**src/rtl/int_arb_pkg.sv**
```systemverilog
// Shared constants for the interrupt delivery arbiter.
// Assumes source numbers double as pending bit positions and delivered codes.
package int_arb_pkg;

    localparam int NUM_SRC = 13;
    localparam int CODE_W  = $clog2(NUM_SRC);

    // Source numbers in priority order, lowest number wins.
    localparam int SRC_SYSRST  = 0;
    localparam int SRC_MCHK    = 1;
    localparam int SRC_HYPDEC  = 2;
    localparam int SRC_EXTIN   = 3;
    localparam int SRC_CRITIN  = 4;
    localparam int SRC_WDOG    = 5;
    localparam int SRC_CDBELL  = 6;
    localparam int SRC_FIXTMR  = 7;
    localparam int SRC_PRGTMR  = 8;
    localparam int SRC_DECR    = 9;
    localparam int SRC_DBELL   = 10;
    localparam int SRC_PERF    = 11;
    localparam int SRC_THERMAL = 12;

    // First and last source of the group gated by the external enable alone.
    localparam int EE_GROUP_LO = SRC_WDOG;
    localparam int EE_GROUP_HI = SRC_THERMAL;

    // Sources that the producer clears (level-driven); never cleared here.
    localparam logic [NUM_SRC-1:0] LEVEL_MASK =
        NUM_SRC'((1 << SRC_EXTIN) | (1 << SRC_CRITIN));

    // Machine state and control view used by the gating logic.
    typedef struct packed {
        logic ee;
        logic ce;
        logic hv;
        logic hdec_en;
        logic ext_guest;
        logic hv_present;
    } gate_ctx_t;

endpackage

```
**src/rtl/int_arb_gate.sv**
```systemverilog
// Eligibility gating: turns the machine state and control inputs into one
// eligibility bit per source. Purely combinational.
// Assumes the source numbering of int_arb_pkg.
module int_arb_gate
    import int_arb_pkg::*;
(
    input  gate_ctx_t            ctx,
    output logic [NUM_SRC-1:0]   eligible
);

    // Ungated, hypervisor and external-path sources.
    always_comb begin
        eligible[SRC_SYSRST] = 1'b1;
        eligible[SRC_MCHK]   = 1'b1;
        eligible[SRC_HYPDEC] = ctx.hdec_en & (ctx.ee | ~ctx.hv);
        eligible[SRC_EXTIN]  = ctx.ee |
                               (ctx.hv_present & ~ctx.hv & ~ctx.ext_guest);
        eligible[SRC_CRITIN] = ctx.ce;
    end

    // The trailing group depends on the external enable only.
    for (genvar g = EE_GROUP_LO; g <= EE_GROUP_HI; g++) begin : g_ee_group
        assign eligible[g] = ctx.ee;
    end

endmodule

```
**src/rtl/int_arb_pick.sv**
```systemverilog
// Fixed-priority picker: grants the lowest-numbered requesting input and
// encodes its index. Index is zero when nothing requests.
// Assumes N >= 2 and W wide enough to hold N-1.
module int_arb_pick #(
    parameter int N = 13,
    parameter int W = $clog2(N)
) (
    input  logic [N-1:0] req,
    output logic [N-1:0] grant,
    output logic         any,
    output logic [W-1:0] index
);

    logic [N:0] seen;

    assign seen[0] = 1'b0;

    // Ripple a "higher priority already requested" flag down the chain.
    for (genvar i = 0; i < N; i++) begin : g_chain
        assign grant[i]    = req[i] & ~seen[i];
        assign seen[i + 1] = seen[i] | req[i];
    end

    assign any = seen[N];

    // Encode the single granted position into a binary index.
    always_comb begin
        index = '0;
        for (int i = 0; i < N; i++) begin
            if (grant[i]) begin
                index = index | W'(i);
            end
        end
    end

endmodule

```
**src/rtl/int_arb_pend.sv**
```systemverilog
// Pending bit store: one register per source with set-over-clear priority.
// Assumes clr_vec and set_vec are valid every cycle; synchronous active-low reset.
module int_arb_pend #(
    parameter int N = 13
) (
    input  logic         clk,
    input  logic         rst_n,
    input  logic [N-1:0] set_vec,
    input  logic [N-1:0] clr_vec,
    output logic [N-1:0] pend_q
);

    for (genvar i = 0; i < N; i++) begin : g_bit
        // Update one pending bit; a set beats a clear in the same cycle.
        always_ff @(posedge clk) begin
            if (!rst_n) begin
                pend_q[i] <= 1'b0;
            end else if (set_vec[i]) begin
                pend_q[i] <= 1'b1;
            end else if (clr_vec[i]) begin
                pend_q[i] <= 1'b0;
            end
        end

        AST_SET_WINS: assert property (@(posedge clk) disable iff (!rst_n)
            set_vec[i] |=> pend_q[i]);
    end

endmodule

```
**src/rtl/int_deliver_arb.sv**
```systemverilog
// Interrupt delivery arbiter top. Holds per-source pending bits, gates them
// with the machine state, delivers the highest-priority eligible source each
// cycle (combinationally) and clears the delivered bit at the next edge for
// sources that are cleared on delivery.
// Assumes the inputs are synchronous to clk; synchronous active-low reset.
module int_deliver_arb
    import int_arb_pkg::*;
(
    input  logic               clk,
    input  logic               rst_n,
    input  logic [12:0]        set_req,
    input  logic               msr_ee,
    input  logic               msr_ce,
    input  logic               msr_hv,
    input  logic               hdec_enable,
    input  logic               ext_to_guest,
    input  logic               hv_present,
    input  logic               decr_autoclear,
    input  logic               pwr_save_enter,
    output logic               deliver_valid,
    output logic [3:0]         deliver_code,
    output logic [12:0]        pending
);

    gate_ctx_t            ctx;
    logic [NUM_SRC-1:0]   eligible;
    logic [NUM_SRC-1:0]   candidates;
    logic [NUM_SRC-1:0]   grant;
    logic [NUM_SRC-1:0]   clearable;
    logic [NUM_SRC-1:0]   clr_vec;
    logic [NUM_SRC-1:0]   pend_q;
    logic                 any;
    logic [CODE_W-1:0]    index;

    // Bundle the state and control inputs for the gating logic.
    always_comb begin
        ctx.ee         = msr_ee;
        ctx.ce         = msr_ce;
        ctx.hv         = msr_hv;
        ctx.hdec_en    = hdec_enable;
        ctx.ext_guest  = ext_to_guest;
        ctx.hv_present = hv_present;
    end

    int_arb_gate u_gate (
        .ctx      (ctx),
        .eligible (eligible)
    );

    assign candidates = pend_q & eligible;

    int_arb_pick #(
        .N (NUM_SRC),
        .W (CODE_W)
    ) u_pick (
        .req   (candidates),
        .grant (grant),
        .any   (any),
        .index (index)
    );

    // Per-source clear-on-delivery policy; the decrementer follows its input.
    for (genvar i = 0; i < NUM_SRC; i++) begin : g_policy
        if (i == SRC_DECR) begin : g_cfg
            assign clearable[i] = decr_autoclear;
        end else begin : g_fixed
            assign clearable[i] = ~LEVEL_MASK[i];
        end
    end

    // Clears come from the delivery and from power-save entry.
    always_comb begin
        clr_vec = grant & clearable;
        if (pwr_save_enter) begin
            clr_vec[SRC_HYPDEC] = 1'b1;
        end
    end

    int_arb_pend #(
        .N (NUM_SRC)
    ) u_pend (
        .clk     (clk),
        .rst_n   (rst_n),
        .set_vec (set_req),
        .clr_vec (clr_vec),
        .pend_q  (pend_q)
    );

    assign deliver_valid = any;
    assign deliver_code  = index;
    assign pending       = pend_q;

    AST_GRANT_ONEHOT: assert property (@(posedge clk) disable iff (!rst_n)
        $onehot0(grant));

    AST_DELIVER_PENDING: assert property (@(posedge clk) disable iff (!rst_n)
        deliver_valid |-> pending[deliver_code]);

    AST_HYPDEC_GATE: assert property (@(posedge clk) disable iff (!rst_n)
        (deliver_valid && deliver_code == CODE_W'(SRC_HYPDEC))
        |-> (hdec_enable && (msr_ee || !msr_hv)));

    AST_EXT_STICKY: assert property (@(posedge clk) disable iff (!rst_n)
        (deliver_valid && deliver_code == CODE_W'(SRC_EXTIN))
        |=> pending[SRC_EXTIN]);

    AST_CRIT_STICKY: assert property (@(posedge clk) disable iff (!rst_n)
        (deliver_valid && deliver_code == CODE_W'(SRC_CRITIN))
        |=> (pending[SRC_CRITIN] && $past(msr_ce)));

    AST_EE_GROUP_GATE: assert property (@(posedge clk) disable iff (!rst_n)
        (deliver_valid && deliver_code >= CODE_W'(EE_GROUP_LO)) |-> msr_ee);

    AST_SYSRST_CLEAR: assert property (@(posedge clk) disable iff (!rst_n)
        (deliver_valid && deliver_code == CODE_W'(SRC_SYSRST) && !set_req[SRC_SYSRST])
        |=> !pending[SRC_SYSRST]);

    AST_PWRSAVE_DROP: assert property (@(posedge clk) disable iff (!rst_n)
        (pwr_save_enter && !set_req[SRC_HYPDEC]) |=> !pending[SRC_HYPDEC]);

    AST_IDLE_HOLD: assert property (@(posedge clk) disable iff (!rst_n)
        (!deliver_valid && set_req == '0 && !pwr_save_enter) |=> $stable(pending));

    AST_IDLE_CODE: assert property (@(posedge clk) disable iff (!rst_n)
        !deliver_valid |-> deliver_code == '0);

endmodule

```
**config.mk**
```make
export PLATFORM = sky130hd
export DESIGN_NAME = int_deliver_arb
export DESIGN_NICKNAME = d
export VERILOG_FILES = /design/src/rtl/int_arb_pkg.sv /design/src/rtl/int_arb_gate.sv /design/src/rtl/int_arb_pick.sv /design/src/rtl/int_arb_pend.sv /design/src/rtl/int_deliver_arb.sv
export SDC_FILE = /design/constraint.sdc
export NUM_CORES = 1
export LEC_CHECK = 0
export ABC_AREA = 1
export CAP_MARGIN = 20
export CORE_AREA = 2 2 39 41
export CTS_BUF_LIST = sky130_fd_sc_hd__clkbuf_16
export DETAILED_ROUTE_END_ITERATION = 8
export DIE_AREA = 0 0 41 43
export DONT_BUFFER_PORTS = 1
export PLACE_DENSITY = 0.71
export REMOVE_ABC_BUFFERS = 1
export SYNTH_ARGS = -nofsm -noshare
export SYNTH_HDL_FRONTEND = slang
export SYNTH_SLANG_ARGS = --single-unit
export TNS_END_PERCENT = 30
```
**constraint.sdc**
```tcl
create_clock -name clk -period 2 [get_ports clk]
set_clock_uncertainty 0.2 [all_clocks]
set_input_delay 0.4 -clock clk [delete_from_list [all_inputs] [get_ports clk]]
set_output_delay 0.4 -clock clk [all_outputs]
set_load 0.01 [all_outputs]
```
Word-level counts from Yosys, hierarchy flattened. Index checks and enable logic that the tools add are counted.

$add $sub $neg: 0. Multiply operators: 0. Divide/modulo/power cells: 0. Reduce and logical (&&, ||, !) cells: 13. Shift operators: 0. Order comparisons: 0. Bitwise logic cells: 45. Equality and inequality tests: 0. Multiplexer cells: 39.

Operators with widths (number): $mux 1 (28); $and 13x13->13 (2); $reduce_bool 2->1 (13); $mux 4 (5); $and 1x1->1 (15); $not 1->1 (14); $or 1x1->1 (14); $mux 3 (4); $mux 2 (2).

Register bits: 13. Input bits: 23. Latch bits: 0. RAM bits: 0. ROM bits: 0. Memories: 0.

Longest topological paths before layout. Gate-level depths: netlist of the first run.

Depth in word-level cells: 22. Gate-level depth with buffers: 10. Mapped depth without buffers: 10.

Cells and area by module. Synthesis of the first run repeated with hierarchy kept, for this count alone.

Cells, all modules: 169. Area, all modules: 1079.8 um^2.

Modules (own cells, without submodules): int_arb_pend (sequential area each 260.2 um^2, area an instance 524.3 um^2, cells each 67, instances 1); int_arb_pick (sequential area each 0.0 um^2, area an instance 321.6 um^2, cells each 52, instances 1); int_deliver_arb (sequential area each 0.0 um^2, area an instance 120.1 um^2, cells each 32, instances 1); int_arb_gate (sequential area each 0.0 um^2, area an instance 113.9 um^2, cells each 18, instances 1).

Worst setup path before layout of the first run. Ideal clock, no wire load.

Path type: input to output. Start: input port msr_ee. End: output port deliver_code[0]. Arrival: 1.288 ns. Data required time: 1.400 ns. Setup slack: 0.112 ns. Stages: 9. Cell sequence: inv_1 > nand2_2 > a21oi_4 > nand2_2 > nor3b_2 > nand3_1 > nand3_1 > nor2_1 > nand2_1.

Word-level cells in the longest chain between the ends: 16.

Ends and longest elaborated chain: start: declaration (line int_deliver_arb.sv:12) `input logic msr_ee,`; $or 1x1->1 (line int_arb_gate.sv:15) `eligible[SRC_HYPDEC] = ctx.hdec_en & (ctx.ee | ~ctx.hv);`; $and 1x1->1 (line int_arb_gate.sv:15); $and 13x13->13 (*) (line int_deliver_arb.sv:50) `assign candidates = pend_q & eligible;`; $or 1x1->1 (line int_arb_pick.sv:21) `assign seen[i + 1] = seen[i] | req[i];`; $not 1->1 / $or 1x1->1 (equally long branches) (line int_arb_pick.sv:20, int_arb_pick.sv:21); $and 1x1->1 / $or 1x1->1 (equally long branches) (line int_arb_pick.sv:20, int_arb_pick.sv:21); $mux 2 (tied with other cells) (line int_arb_pick.sv:30) `if (grant[i]) begin`; $mux 3 (tied with other cells) (4 in a row) (line int_arb_pick.sv:30); $mux 4 (tied with other cells) (line int_arb_pick.sv:30); $mux 4 / $not 1->1 (equally long branches) (line int_arb_pick.sv:30, int_arb_pick.sv:20); $mux 4 / $and 1x1->1 (equally long branches) (line int_arb_pick.sv:30, int_arb_pick.sv:20); $mux 4 (*) (2 in a row) (line int_arb_pick.sv:30); end: declaration (line int_deliver_arb.sv:21) `output logic [3:0] deliver_code,`.

Every way passes the cells marked *; elsewhere a longest branch is shown, timed or not.

Worst setup path in the final report of the first run.
Start: register u_pend.pend_q[5]. End: output port deliver_code[3].

Word-level cells in the longest chain between the ends: 11.

Ends and longest elaborated chain: start: declaration (line int_arb_pend.sv:10) `output logic [N-1:0] pend_q`; start signal: indexed assignment (line int_arb_pend.sv:17) `pend_q[i] <= 1'b0;`; start signal: indexed assignment (line int_arb_pend.sv:19) `pend_q[i] <= 1'b1;`; start signal: indexed assignment (line int_arb_pend.sv:21) `pend_q[i] <= 1'b0;`; $and 13x13->13 (*) (line int_deliver_arb.sv:50); $or 1x1->1 (*) (3 in a row) (line int_arb_pick.sv:21); $not 1->1 / $or 1x1->1 (equally long branches) (line int_arb_pick.sv:20, int_arb_pick.sv:21); $and 1x1->1 (tied with other cells) (line int_arb_pick.sv:20) `assign grant[i] = req[i] & ~seen[i];`; $mux 4 (tied with other cells) (3 in a row) (line int_arb_pick.sv:30); $mux 4 / $and 1x1->1 (equally long branches) (line int_arb_pick.sv:30, int_arb_pick.sv:20); $mux 4 (*) (line int_arb_pick.sv:30).

Marked as above.

==> impl_metrics.env, run 1 <==
export IMPL_post_dp_cell_area_um2=798.3
export IMPL_hold_viol_final=0
export IMPL_p_leak_nw=0.4774
export IMPL_path_buf_inv=0
export IMPL_cts_buffers=3
export IMPL_place_ws_ns=-0.05578
export IMPL_clock_sinks=13
export IMPL_pwr_share_seq_pct=35.8
export IMPL_p_sw_mw=0.2267
export IMPL_yosysMostFrequentCell="nand2_1"
export IMPL_synth_common_cells="nand2_1 (21), nor2_1 (18), inv_1 (14), dfxtp_1 (13), a21oi_1 (8)"
export IMPL_finalSetupViolCount=4
export IMPL_fmax_ghz=0.4643
export IMPL_vdd_drop_max_mv=0.6524
export IMPL_core_um2=1384
export IMPL_synth_seq_cells=13
export IMPL_endpoint_kind="output pin"
export IMPL_clkLatencyLatePin_ns=0.25
export IMPL_die_area_um2=1763
export IMPL_hold_buffers=0
export IMPL_largest_reg_flops=13
export IMPL_p_int_mw=0.6093
export IMPL_worst_ep_required_time_ns=1.40
export IMPL_final_nets=144
export IMPL_wl_per_cell_um=14.63
export IMPL_regMostFlops="u_pend.pend_q"
export IMPL_synth_top_area_share_pct=35.86
export IMPL_synth_edf_count=0
export IMPL_place_gp_congestion=0.7708
export IMPL_port_buffers=0
export IMPL_grt_pass1_wl_um=2877
export IMPL_hpwlAfterDp_um=1285
export IMPL_critical_path_class="reg -> out"
export IMPL_power_density_nw_per_um2=872.3
export IMPL_timing_final_ws_setup_ns=-0.1538
export IMPL_clock_root_buffer="clkbuf_16"
export IMPL_ys_types=23
export IMPL_worst_path_largest_cell_delay_ns=0.31
export IMPL_cp_max_fo=4
export IMPL_grt_max_degree=14
export IMPL_yosysSeqAreaShare_pct=35.86
export IMPL_postLayoutCellArea_um2=958.4
export IMPL_die_height_um=43
export IMPL_power_frac_comb_pct=18.5
export IMPL_final_seq_area_um2=261.5
export IMPL_drc=0
export IMPL_initial_utilization_pct=52.44
export IMPL_finalMaxSlewViolations=0
export IMPL_grt_pass1_vias=716
export IMPL_fin_hold_ws_ns=0.05332
export IMPL_path_cells="nand2_1 -> nand3_2 -> nor2_4 -> nand4_2 -> nor2_4 -> nand4_1 -> nand4_1"
export IMPL_fill_cells=108
export IMPL_stdcell_count=136
export IMPL_area_growth_pct=32.07
export IMPL_ys_flop_type="dfxtp_1"
export IMPL_cpLargestDelayFamily="simple AND/OR/NAND/NOR gates"
export IMPL_synthCells=103
export IMPL_synth_area_um2=725.7
export IMPL_drt_iter0_drc=10
export IMPL_post_route_min_period_ns=2.154
export IMPL_violations="setup timing"
export IMPL_num_vias=764
export IMPL_fin_util_pct=69.26
export IMPL_cts_max_path_buffers=2
export IMPL_grt_util_all_layers_pct=24.42
export IMPL_swShare_pct=27.12
export IMPL_die_w_um=41
export IMPL_start_kind="flip-flop"
export IMPL_cts_tree="yes"
export IMPL_post_route_period_util_pct=107.7
export IMPL_slew_headroom_pct=74.21
export IMPL_dpl_cell_count=126
export IMPL_multi_input_comb_area_um2=429.2
export IMPL_ys_top_cells_by_area="dfxtp_1 (36%), nand2_1 (11%), nor2_1 (9.3%)"
export IMPL_avgSynthCellArea_um2=7.046
export IMPL_ios=41
export IMPL_min_path_type="in -> reg"
export IMPL_reg_top3="u_pend.pend_q: 13 flops"
export IMPL_wl_um=1989
export IMPL_drive_gt1_share_pct=34.17
export IMPL_overflow=0
export IMPL_drv_cap=0
export IMPL_tns_ns=-0.5344
export IMPL_p_clk_share_pct=45.7
export IMPL_synth_top_area_cell="dfxtp_1"
export IMPL_yosysWarningCount=0
export IMPL_htreeDepth=1
export IMPL_rows=14
export IMPL_critPathSlowestCell="dfxtp_1"
export IMPL_synthArstFlopShare_pct=0
export IMPL_arrival_ns=1.55
export IMPL_clk_pin_slew_ns=0.05
export IMPL_status="finished with violations"
export IMPL_power_total_mw=0.8360
export IMPL_antenna_found_initial=0
export IMPL_worstMarginPinSlew_ns=0.3864
export IMPL_via_per_inst=5.618
export IMPL_ant_nets=0
export IMPL_antennaDiodeCount=0
export IMPL_drt_pass1_iter_count=4
export IMPL_rsz0062_at_grt="true"
==> path summary, 6_finish.rpt <==
kind	depth (start not counted)	startpoint	end	slack, ns
worst min register to register	2	u_pend.pend_q[12]	u_pend.pend_q[12]	0.35
worst min-delay path	2	set_req[0]	u_pend.pend_q[0]	0.05
worst max-delay path	7	u_pend.pend_q[5]	deliver_code[3]	-0.15
worst max register to register	11	u_pend.pend_q[0]	u_pend.pend_q[7]	0.08
==> worst reg2reg max path, cell delays in order, from the launching register on <==
cell and delay [ns]:
dfxtp_1 0.31, inv_2 0.06, nand2_2 0.07, a21oi_4 0.16, nand2_2 0.10, nor3b_4 0.23
nand3_2 0.12, buf_4 0.15, buf_4 0.12, buf_4 0.12, a21oi_1 0.11, nor2_1 0.04
==> layout make-up <==
type / instances / area share [%]
inverters: 15 / 5.875
clock inverters: 1 / 0.3916
repair buffers: 15 / 11.75
clock buffers: 3 / 7.833
flip-flops and latches: 13 / 27.28
well taps: 16 / 2.089
multi-input cells: 73 / 44.78
==> kinds of logic after synthesis <==
group / Yosys count / share of synthesized area [%]
AND/OR/NAND/NOR: 58 / 41.03
buffers and inverters: 17 / 9.826
AO/OA/AOI/OAI: 15 / 13.28
flip-flops: 13 / 35.86
==> placed cells by master, fill, tap and decap left out <==
| cell type | count |
|---|---|
| nor2_1 | 18 |
| nand2_2 | 6 |
| inv_1 | 13 |
| nor2_2 | 1 |
| nand4_1 | 5 |
| nand3_2 | 4 |
| a21boi_0 | 1 |
| nand2_1 | 17 |
| nand4_2 | 2 |
| dfxtp_1 | 12 |
| a21boi_1 | 1 |
| nor3b_1 | 1 |
| a21oi_4 | 1 |
| a21oi_2 | 1 |
| clkbuf_16 | 3 |
| o21ai_0 | 1 |
| dfxtp_2 | 1 |
| o21ai_2 | 1 |
| a21oi_1 | 8 |
| a31oi_1 | 1 |
| nor4b_1 | 1 |
| buf_4 | 15 |
| nor3b_4 | 1 |
| inv_2 | 3 |
| nor2_4 | 2 |
==> metal layers <==
layer	track usage [%]	part of all wire, %
met1	27.12	38
met2	35.63	50
met3	8.901	8.1
met4	18.67	3.7
met5	0	0
==> repair_timing <==
item / 4_1_cts / 5_1_grt
setup endpoints to repair: 4 / 6
pin swaps: 5 / 6
resized for setup: 9 / 5
buffers inserted: 3 / 3
==> power by group through the flow <==
| stage | combinational, mW | clock (mW) | sequential, mW |
|---|---|---|---|
| detailed placement | 0.123 | 0 | 0.303 |
| global placement | 0.120 | 0 | 0.302 |
| floorplan | 0.0849 | 0 | 0.305 |
| finish | 0.155 | 0.382 | 0.300 |
| global route | 0.172 | 0.393 | 0.301 |
| CTS | 0.138 | 0.388 | 0.299 |
(Power assumes the default switching activity.)
==> run 2, diff against run 1 <==
- ABC_CLOCK_PERIOD_IN_PS: not set -> 2000
==> results of run 2 <==
The final DEF is identical to that of run 1; final timing and power are the same.
==> run 3, diff against run 2 <==
==> constraint.sdc (replaced) <==
create_clock -name clk -period 2 [get_ports clk]
set_clock_uncertainty 0.2 [all_clocks]
set_input_delay 0.5 -clock clk [delete_from_list [all_inputs] [get_ports clk]]
set_output_delay 0.5 -clock clk [all_outputs]
set_load 0.01 [all_outputs]
==> impl_metrics.env, run 3 (synthesis gave the netlist of run 1 again) <==
export IMPL_status="finished with violations"
export IMPL_violations="setup timing"
export IMPL_drive_gt1_share_pct=49.63
export IMPL_post_route_min_period_ns=2.280
export IMPL_hold_viol_final=0
export IMPL_finalMaxSlewViolations=0
export IMPL_worst_ep_required_time_ns=1.30
export IMPL_layout_common_cells="buf_4 (30), nor2_1 (18), nand2_1 (15)"
export IMPL_wl_um=2232
export IMPL_rsz0062_at_grt="true"
export IMPL_final_nets=159
export IMPL_cp_max_fo=3
export IMPL_cts_max_path_buffers=2
export IMPL_slew_headroom_pct=74.47
export IMPL_cts_tree="yes"
export IMPL_ios=41
export IMPL_core_um2=1384
export IMPL_place_ws_ns=-0.2581
export IMPL_stdcell_count=151
export IMPL_clkLatencyLatePin_ns=0.24
export IMPL_drv_cap=0
export IMPL_critical_path_class="reg -> out"
export IMPL_drt_pass1_iter_count=4
export IMPL_clock_root_buffer="clkbuf_16"
export IMPL_die_area_um2=1763
export IMPL_grt_util_all_layers_pct=25.78
export IMPL_port_buffers=0
export IMPL_ant_nets=0
export IMPL_p_leak_nw=0.5494
export IMPL_fin_util_pct=79.57
export IMPL_worstMarginPinSlew_ns=0.3826
export IMPL_num_vias=836
export IMPL_place_gp_congestion=0.8368
export IMPL_timing_final_ws_setup_ns=-0.2800
export IMPL_regMostFlops="u_pend.pend_q"
export IMPL_power_total_mw=0.8713
export IMPL_finalSetupViolCount=6
export IMPL_fmax_ghz=0.4386
export IMPL_power_density_nw_per_um2=791.3
export IMPL_via_per_inst=5.536
export IMPL_arrival_ns=1.58
export IMPL_clock_sinks=13
export IMPL_antenna_found_initial=0
export IMPL_endpoint_kind="output pin"
export IMPL_min_path_type="in -> reg"
export IMPL_cts_buffers=3
export IMPL_grt_pass1_vias=793
export IMPL_antennaDiodeCount=0
export IMPL_dpl_cell_count=138
export IMPL_grt_max_degree=14
export IMPL_die_w_um=41
export IMPL_reg_top3="u_pend.pend_q: 13 flops"
export IMPL_die_height_um=43
export IMPL_clk_pin_slew_ns=0.05
export IMPL_vdd_drop_max_mv=1.045
export IMPL_area_growth_pct=51.72
export IMPL_hpwlAfterDp_um=1356
export IMPL_wl_per_cell_um=14.78
export IMPL_tns_ns=-1.174
export IMPL_rows=14
export IMPL_post_route_period_util_pct=114.0
export IMPL_start_kind="flip-flop"
export IMPL_htreeDepth=1
export IMPL_final_common_cell="buf_4"
export IMPL_overflow=0
export IMPL_drt_iter0_drc=44
export IMPL_drc=0
export IMPL_initial_utilization_pct=52.44
export IMPL_largest_reg_flops=13
export IMPL_grt_pass1_wl_um=3091
## run 3: final timing paths
check                         start                 to  slack (ns)  depth (start not counted)
hold / removal           set_req[0]   u_pend.pend_q[0]        0.16                          2
setup / recovery   u_pend.pend_q[0]    deliver_code[0]       -0.28                          9
hold reg to reg   u_pend.pend_q[12]  u_pend.pend_q[12]        0.34                          2
setup reg to reg   u_pend.pend_q[0]   u_pend.pend_q[7]       -0.19                         13
## run 3: per-layer routing
layer	part of all wire (%)	global-route usage, %	wire length (um)
met1	35	28.95	776
met2	54	43.13	1202
met3	8.3	5.236	186
met4	3.0	12.67	66
met5	0	0	0
## run 3: area by class of cell
| type | instances | area [um^2] |
|---|---|---|
| multi-input combinational | 73 | 454.2 |
| fill | 97 | 282.8 |
| sequential | 13 | 266.5 |
| timing repair buffer | 30 | 225.2 |
| clock buffer | 3 | 75.07 |
| inverter | 15 | 56.30 |
| tap | 16 | 20.02 |
| clock inverter | 1 | 3.754 |
## run 3: per-stage QoR
stage               cell area (um^2)  hold WS, ns
finish                          1101       0.1554
global route                    1101       0.1722
CTS                             1037       0.1581
detailed placement             888.4       0.3310
global placement               888.4       0.3152
floorplan                      710.7       0.2980
## run 3: worst max-delay path, stage by stage (launching register included)
cell and delay [ns]:
dfxtp_2 0.32, inv_2 0.05, nand2_2 0.06, a21oi_4 0.18
nand2_2 0.11, nor3b_4 0.23, nand3_2 0.13, nand3_2 0.09
nor2_1 0.04, nand2_1 0.11
## run 3: what timing repair did
action / CTS / global route
pin swaps: 7 / 13
resized for setup: 11 / 16
setup endpoints to repair: 5 / 6
setup buffers: 7 / 2
hold buffers: 0 / 0
## run 3: power by group
part / switching, mW / internal [mW]
Combinational: 0.101 / 0.0882
Sequential: 0.0177 / 0.280
Clock: 0.120 / 0.265
